**src/rtl/sfl_pkg.sv**
```systemverilog
package sfl_pkg;
  typedef enum logic [2:0] {
    ST_IDLE,
    ST_CMD,
    ST_ADDR,
    ST_DUMMY,
    ST_DATA,
    ST_FIN
  } seq_state_t;

  localparam int CFG_W   = 32;
  localparam int DUMMY_W = 5;
  localparam logic [31:0] RD_CFG_POR = 32'h0300_100B;
endpackage

```
**src/rtl/sfl_cfg_decode.sv**
```systemverilog
module sfl_cfg_decode
  import sfl_pkg::*;
(
  input  logic [CFG_W-1:0]   cfg,
  input  logic               is_read,
  output logic [7:0]         cmd,
  output logic [2:0]         addr_len,
  output logic [DUMMY_W-1:0] dummy_n
);
  logic [DUMMY_W-1:0] dummy_bits;
  logic unused_cfg_bits;

  assign unused_cfg_bits = ^{cfg[CFG_W-1:18], cfg[15:14], cfg[11:10]};
  assign cmd = cfg[7:0];
  assign dummy_bits = {cfg[13:12], 3'b000};

  always_comb begin
    unique case (cfg[17:16])
      2'd0:    addr_len = 3'd3;
      2'd1:    addr_len = 3'd4;
      default: addr_len = 3'd0;
    endcase
    dummy_n = is_read ? (dummy_bits >> cfg[9:8]) : '0;
  end
endmodule

```
**src/rtl/sfl_cs_drive.sv**
```systemverilog
module sfl_cs_drive #(
  parameter int NUM_CS = 2,
  parameter int CS_W   = 1
) (
  input  logic              clk,
  input  logic              rst_n,
  input  logic              sel_en,
  input  logic              rel_en,
  input  logic [CS_W-1:0]   sel_idx,
  output logic [NUM_CS-1:0] cs_n
);
  for (genvar g = 0; g < NUM_CS; g++) begin : g_cs
    always_ff @(posedge clk or negedge rst_n) begin
      if (!rst_n)                                  cs_n[g] <= 1'b1;
      else if (rel_en)                             cs_n[g] <= 1'b1;
      else if (sel_en && (sel_idx == CS_W'(g)))    cs_n[g] <= 1'b0;
    end
  end

  assert_single_cs_R2: assert property (@(posedge clk) disable iff (!rst_n)
    $onehot0(~cs_n));
endmodule

```
**src/rtl/sfl_rd_pack.sv**
```systemverilog
module sfl_rd_pack #(
  parameter int BUS_BYTES = 8,
  parameter int IDX_W     = 3
) (
  input  logic                   clk,
  input  logic                   rst_n,
  input  logic                   clr,
  input  logic                   wr_en,
  input  logic [IDX_W-1:0]       wr_idx,
  input  logic [7:0]             wr_byte,
  output logic [8*BUS_BYTES-1:0] word
);
  for (genvar g = 0; g < BUS_BYTES; g++) begin : g_byte
    always_ff @(posedge clk or negedge rst_n) begin
      if (!rst_n)                              word[8*g +: 8] <= '0;
      else if (clr)                            word[8*g +: 8] <= '0;
      else if (wr_en && wr_idx == IDX_W'(g))   word[8*g +: 8] <= wr_byte;
    end
  end
endmodule

```
**src/rtl/sfl_direct_seq.sv**
```systemverilog
module sfl_direct_seq
  import sfl_pkg::*;
#(
  parameter int NUM_CS    = 2,
  parameter int ADDR_W    = 27,
  parameter int BUS_BYTES = 8,
  localparam int CS_W     = (NUM_CS > 1) ? $clog2(NUM_CS) : 1,
  localparam int IDX_W    = (BUS_BYTES > 1) ? $clog2(BUS_BYTES) : 1,
  localparam int SIZE_W   = IDX_W + 1
) (
  input  logic                   clk,
  input  logic                   rst_n,
  input  logic                   bus_req,
  input  logic                   bus_we,
  input  logic [CS_W-1:0]        bus_sel,
  input  logic [ADDR_W-1:0]      bus_addr,
  input  logic [SIZE_W-1:0]      bus_size,
  input  logic [8*BUS_BYTES-1:0] bus_wdata,
  output logic                   bus_wait,
  output logic [8*BUS_BYTES-1:0] bus_rdata,
  input  logic [31:0]            rd_cfg,
  input  logic [31:0]            wr_cfg,
  input  logic                   user_cs_busy,
  output logic                   overlap_err,
  output logic [NUM_CS-1:0]      cs_n,
  output logic                   xfer_valid,
  output logic [7:0]             xfer_tx,
  input  logic                   xfer_ready,
  input  logic [7:0]             xfer_rx
);
  localparam int CNT_W = (DUMMY_W > SIZE_W) ? DUMMY_W : SIZE_W;

  seq_state_t state;
  logic [CNT_W-1:0]       cnt;
  logic                   we_q;
  logic [ADDR_W-1:0]      addr_q;
  logic [SIZE_W-1:0]      size_q;
  logic [8*BUS_BYTES-1:0] wdata_q;
  logic [7:0]             cmd_q;
  logic [2:0]             alen_q;
  logic [DUMMY_W-1:0]     dn_q;

  logic [7:0]         dec_cmd;
  logic [2:0]         dec_alen;
  logic [DUMMY_W-1:0] dec_dn;
  logic               accept, hs, last_data;
  logic [31:0]        addr_ext;

  assign accept    = (state == ST_IDLE) && bus_req;
  assign hs        = xfer_valid && xfer_ready;
  assign last_data = (cnt == CNT_W'(size_q) - CNT_W'(1));
  assign addr_ext  = 32'(addr_q);
  assign bus_wait  = bus_req && (state != ST_FIN);
  assign xfer_valid = (state == ST_CMD) || (state == ST_ADDR) ||
                      (state == ST_DUMMY) || (state == ST_DATA);

  sfl_cfg_decode u_dec (
    .cfg      (bus_we ? wr_cfg : rd_cfg),
    .is_read  (!bus_we),
    .cmd      (dec_cmd),
    .addr_len (dec_alen),
    .dummy_n  (dec_dn)
  );

  sfl_cs_drive #(.NUM_CS(NUM_CS), .CS_W(CS_W)) u_cs (
    .clk     (clk),
    .rst_n   (rst_n),
    .sel_en  (accept),
    .rel_en  ((state == ST_DATA) && hs && last_data),
    .sel_idx (bus_sel),
    .cs_n    (cs_n)
  );

  sfl_rd_pack #(.BUS_BYTES(BUS_BYTES), .IDX_W(IDX_W)) u_pack (
    .clk     (clk),
    .rst_n   (rst_n),
    .clr     (accept),
    .wr_en   ((state == ST_DATA) && hs && !we_q),
    .wr_idx  (cnt[IDX_W-1:0]),
    .wr_byte (xfer_rx),
    .word    (bus_rdata)
  );

  always_comb begin
    unique case (state)
      ST_CMD:  xfer_tx = cmd_q;
      ST_ADDR: xfer_tx = addr_ext[8*cnt[1:0] +: 8];
      ST_DATA: xfer_tx = we_q ? wdata_q[8*cnt[IDX_W-1:0] +: 8] : 8'h00;
      default: xfer_tx = 8'h00;
    endcase
  end

  always_ff @(posedge clk or negedge rst_n) begin
    if (!rst_n) begin
      state       <= ST_IDLE;
      cnt         <= '0;
      we_q        <= 1'b0;
      addr_q      <= '0;
      size_q      <= '0;
      wdata_q     <= '0;
      cmd_q       <= '0;
      alen_q      <= '0;
      dn_q        <= '0;
      overlap_err <= 1'b0;
    end else begin
      overlap_err <= accept && user_cs_busy;
      unique case (state)
        ST_IDLE: if (bus_req) begin
          we_q    <= bus_we;
          addr_q  <= bus_addr;
          size_q  <= bus_size;
          wdata_q <= bus_wdata;
          cmd_q   <= dec_cmd;
          alen_q  <= dec_alen;
          dn_q    <= dec_dn;
          state   <= ST_CMD;
        end
        ST_CMD: if (hs) begin
          if (alen_q != 3'd0) begin
            state <= ST_ADDR;
            cnt   <= CNT_W'(alen_q) - CNT_W'(1);
          end else if (dn_q != '0) begin
            state <= ST_DUMMY;
            cnt   <= CNT_W'(dn_q) - CNT_W'(1);
          end else begin
            state <= ST_DATA;
            cnt   <= '0;
          end
        end
        ST_ADDR: if (hs) begin
          if (cnt != '0) begin
            cnt <= cnt - CNT_W'(1);
          end else if (dn_q != '0) begin
            state <= ST_DUMMY;
            cnt   <= CNT_W'(dn_q) - CNT_W'(1);
          end else begin
            state <= ST_DATA;
          end
        end
        ST_DUMMY: if (hs) begin
          if (cnt != '0) cnt <= cnt - CNT_W'(1);
          else           state <= ST_DATA;
        end
        ST_DATA: if (hs) begin
          if (last_data) state <= ST_FIN;
          else           cnt   <= cnt + CNT_W'(1);
        end
        default: state <= ST_IDLE;
      endcase
    end
  end

  assert_hold_tx_R8: assert property (@(posedge clk) disable iff (!rst_n)
    xfer_valid && !xfer_ready |=> xfer_valid && $stable(xfer_tx));
  assert_cs_during_xfer_R2: assert property (@(posedge clk) disable iff (!rst_n)
    xfer_valid |-> !(&cs_n));
  assert_release_R2: assert property (@(posedge clk) disable iff (!rst_n)
    bus_req && !bus_wait |-> &cs_n);
  assert_wait_one_cycle_R9: assert property (@(posedge clk) disable iff (!rst_n)
    bus_req && !bus_wait |=> !bus_req || bus_wait);
  assert_err_pulse_R10: assert property (@(posedge clk) disable iff (!rst_n)
    overlap_err |=> !overlap_err);
  assert_size_range_R6: assert property (@(posedge clk) disable iff (!rst_n)
    accept |-> (bus_size != '0) && (bus_size <= SIZE_W'(BUS_BYTES)));
endmodule

```
**config.mk**
```make
export PLATFORM = sky130hd
export DESIGN_NAME = sfl_direct_seq
export DESIGN_NICKNAME = d
export VERILOG_FILES = /design/src/rtl/sfl_pkg.sv /design/src/rtl/sfl_cfg_decode.sv /design/src/rtl/sfl_cs_drive.sv /design/src/rtl/sfl_rd_pack.sv /design/src/rtl/sfl_direct_seq.sv
export SDC_FILE = /design/constraint.sdc
export NUM_CORES = 1
export LEC_CHECK = 0
export BUFFER_PORTS_ARGS = -buffer_cell sky130_fd_sc_hd__buf_2
export CORE_MARGIN = 5
export CORE_UTILIZATION = 48
export DETAILED_ROUTE_END_ITERATION = 10
export PLACE_DENSITY = 0.84
export SYNTH_ARGS = -nofsm -noshare
export SYNTH_HDL_FRONTEND = slang
export SYNTH_SLANG_ARGS = --single-unit
```
**constraint.sdc**
```tcl
create_clock -name clk -period 2.59 [get_ports clk]
set_input_delay 0 -clock clk [delete_from_list [all_inputs] [get_ports clk]]
set_output_delay 0 -clock clk [all_outputs]
set_load 0.01 [all_outputs]
```
==> flow_summary.json <==
{
  "status": "completed",
  "worst_hold_slack_ns": 0.0325,
  "cp-endpoint": "dn_q[4]",
  "maxCapViolations": 0,
  "cts_buffer_depth": 2,
  "syn-mean-instance-area_sq_um": 9.33,
  "ir_worst_vdd_mv": 0.571,
  "min_period_over_period": 0.947,
  "cts.clk_slew.worst_paths_ns": 0.07,
  "cp-startpoint": "state[1]",
  "synthFlopType": "dfrtp_1",
  "grt_pass1_wl_mm": 46.7,
  "finalNonFillerCells": 1532,
  "final_hold_viol_count": 0,
  "via_per_inst": 5.72,
  "layout_commonest_cell": "nand2_1",
  "syn_area_sq_um": 8970,
  "ys_async_sr_fraction": 1.00,
  "core-area_sq_um": 18600,
  "final_util": 0.660,
  "die_area_sq_um": 21500,
  "dp_hpwl_mm": 16.6,
  "grt_max_degree": 115,
  "multi_input_area_sq_um": 3980,
  "fin_setup_tns_ns": 0,
  "cts_buffers": 17,
  "regArea_sq_um": 4660,
  "wl_per_cell_microns": 19.5,
  "fmax_mhz": 408,
  "min_period_ns": 2.45,
  "syn-num-nets": 1145,
  "drc": 0,
  "io-pin-count": 251,
  "worst_slack_ns": 0.137,
  "clock_skew_ns": 0.00663,
  "synth_area_leaders": "dfrtp_1 (51%), nand2_1 (15%), mux2i_1 (5.5%)",
  "rr_startpoint": "state[1]",
  "clock_sinks": 186,
  "layout-drive-gt1-share": 0.237,
  "synth.distinct_cells": 63,
  "tightest_slew_ns": 0.850,
  "initial_utilization": 0.483,
  "die_y_microns": 147,
  "end_kind": "flop",
  "grt-ovfl-total": 0,
  "ys_warn_count": 0,
  "ys_seq_area_frac": 0.519,
  "ys_seq_elements": 186,
  "gp_congestion": 0.862,
  "rrSetupSlack_ns": 0.14,
  "first_pass_iters": 5,
  "tritoncts": "yes",
  "setup_violations": 0,
  "crit_path_start_kind": "flop",
  "r2r_end": "dn_q[4]",
  "dpl.cell_count": 1361,
  "grt_usage": 0.270,
  "slew_violations": 0,
  "antenna_found_initial": 4,
  "r2r_cells": 6,
  "postSynthCellCount": 962,
  "final_cell_mix": "nand2_1 (349), buf_2 (209), dfrtp_1 (183), dlygate4sd3_1 (132), a21oi_1 (56)",
  "netlist.area_leader.share": 0.513,
  "power_density_nw_per_um2": 1030,
  "fill_cells": 1324,
  "synth_edf_count": 0,
  "io_buffers": 210,
  "vias": 8766,
  "area_delta_synth_final_pct": 36.6,
  "crit_type": "flop to flop",
  "relSlewSlack": 0.426,
  "routed_wl_mm": 29.8,
  "cp_data_arrival_time_ns": 2.82,
  "cts-root-buf": "clkbuf_16",
  "fin_nets": 1463,
  "ant_nets": 0,
  "grt_pass1_vias": 9005,
  "cts_max_level": 4,
  "power_leakage_nw": 6.33,
  "min_path_type": "input port to flop",
  "cp.required_ns": 2.96,
  "synth_top_cell_by_area": "dfrtp_1",
  "clock_latency_ns": 0.43,
  "std_cell_rows": 50,
  "die_x_microns": 147,
  "drtIter0Drc": 615,
  "place_ws_ns": 0.352,
  "rsz0062_at_grt": "no",
  "path_max_fanout": 15
}
## how the worst min path moves through the flow
stage / endpoint / startpoint / depth (start not counted)
6_report: alen_q[2] / rd_cfg[17] / 4
2_1_floorplan: addr_q[0] / rst_n / 0
3_3_place_gp: u_pack.word[40] / rst_n / 1
5_1_grt: dn_q[2] / rd_cfg[8] / 4
3_5_place_dp: u_pack.word[40] / rst_n / 1
4_1_cts: alen_q[2] / wr_cfg[17] / 4
## Yosys cell counts (3+ instances only)
cell type,count
nand2_1,349
dfrtp_1,184
a21oi_1,56
clkbuf_1,49
mux2i_1,49
nand3_1,49
nor2_1,40
mux4_2,19
o21ai_0,19
ha_1,9
inv_1,9
a22oi_1,8
nor3_1,8
o22ai_1,8
buf_1,7
buf_2,7
nor2b_1,6
xnor2_1,6
mux2_2,5
buf_4,4
nand2b_1,4
xor2_1,4
and2_1,3
buf_6,3
nand3b_1,3
nor4b_1,3
o211ai_1,3
## layout make-up
type,instances,area share
tap,234,0.0239
clock inverter,15,0.0148
inverter,10,0.00306
multi-input combinational,695,0.325
sequential,186,0.380
timing repair buffer,370,0.218
antenna,5,0.00102
clock buffer,17,0.0347
## cells by family after synthesis
logic type | Yosys count | synth area share
mux | 73 | 0.109
buf+inv | 81 | 0.0392
xor+xnor | 10 | 0.00976
flops | 186 | 0.519
simple gates | 482 | 0.229
fa+ha+maj | 9 | 0.0125
compound gates | 121 | 0.0823
## metal layers
layer | track usage | vias up | routed length [microns]
met5 | 0 | - | 0
met4 | 0.146 | 0 | 1440
met3 | 0.0620 | 127 | 2650
met2 | 0.447 | 556 | 14600
met1 | 0.328 | 4222 | 11100
li1 | - | 3861 | -
## sequential cells by signal, indices dropped and copies added, names as in the netlist
signal,flops
u_pack.word,64
wdata_q,64
addr_q,27
cmd_q,8
cnt,5
dn_q,5
size_q,4
state,3
alen_q,2
u_cs.cs_n,2
overlap_err,1
we_q,1
## where the power goes
group | total (mW) | switching [mW] | leakage (nW) | internal, mW
Sequential | 4.56 | 0.699 | 2.40 | 3.86
Clock | 2.67 | 1.28 | 0.287 | 1.39
Combinational | 5.36 | 3.11 | 3.64 | 2.25
## stage by stage
stage	area [sq um]	power, mW
3_3_place_gp	10300	9.18
4_1_cts	12200	12.2
2_1_floorplan	8970	7.82
5_1_grt	12300	13.3
3_5_place_dp	10300	9.38
6_report	12300	12.6
## critical path, stage by stage, from the launching register on
cell	delay [ns]
dfrtp_1	0.42
buf_4	0.21
nor2_1	0.31
nand3b_1	0.30
buf_4	0.27
o41ai_1	0.30
dlygate4sd3_1	0.58
## timing repair
action / 4_1_cts / 5_1_grt
setup buffers: 0 / 1
gates resized for setup: 0 / 3
endpoints found under the setup margin: 0 / 2
hold buffers: 132 / 0
endpoints found under the hold margin: 235 / 0
Power figures use the tool's default switching activity.
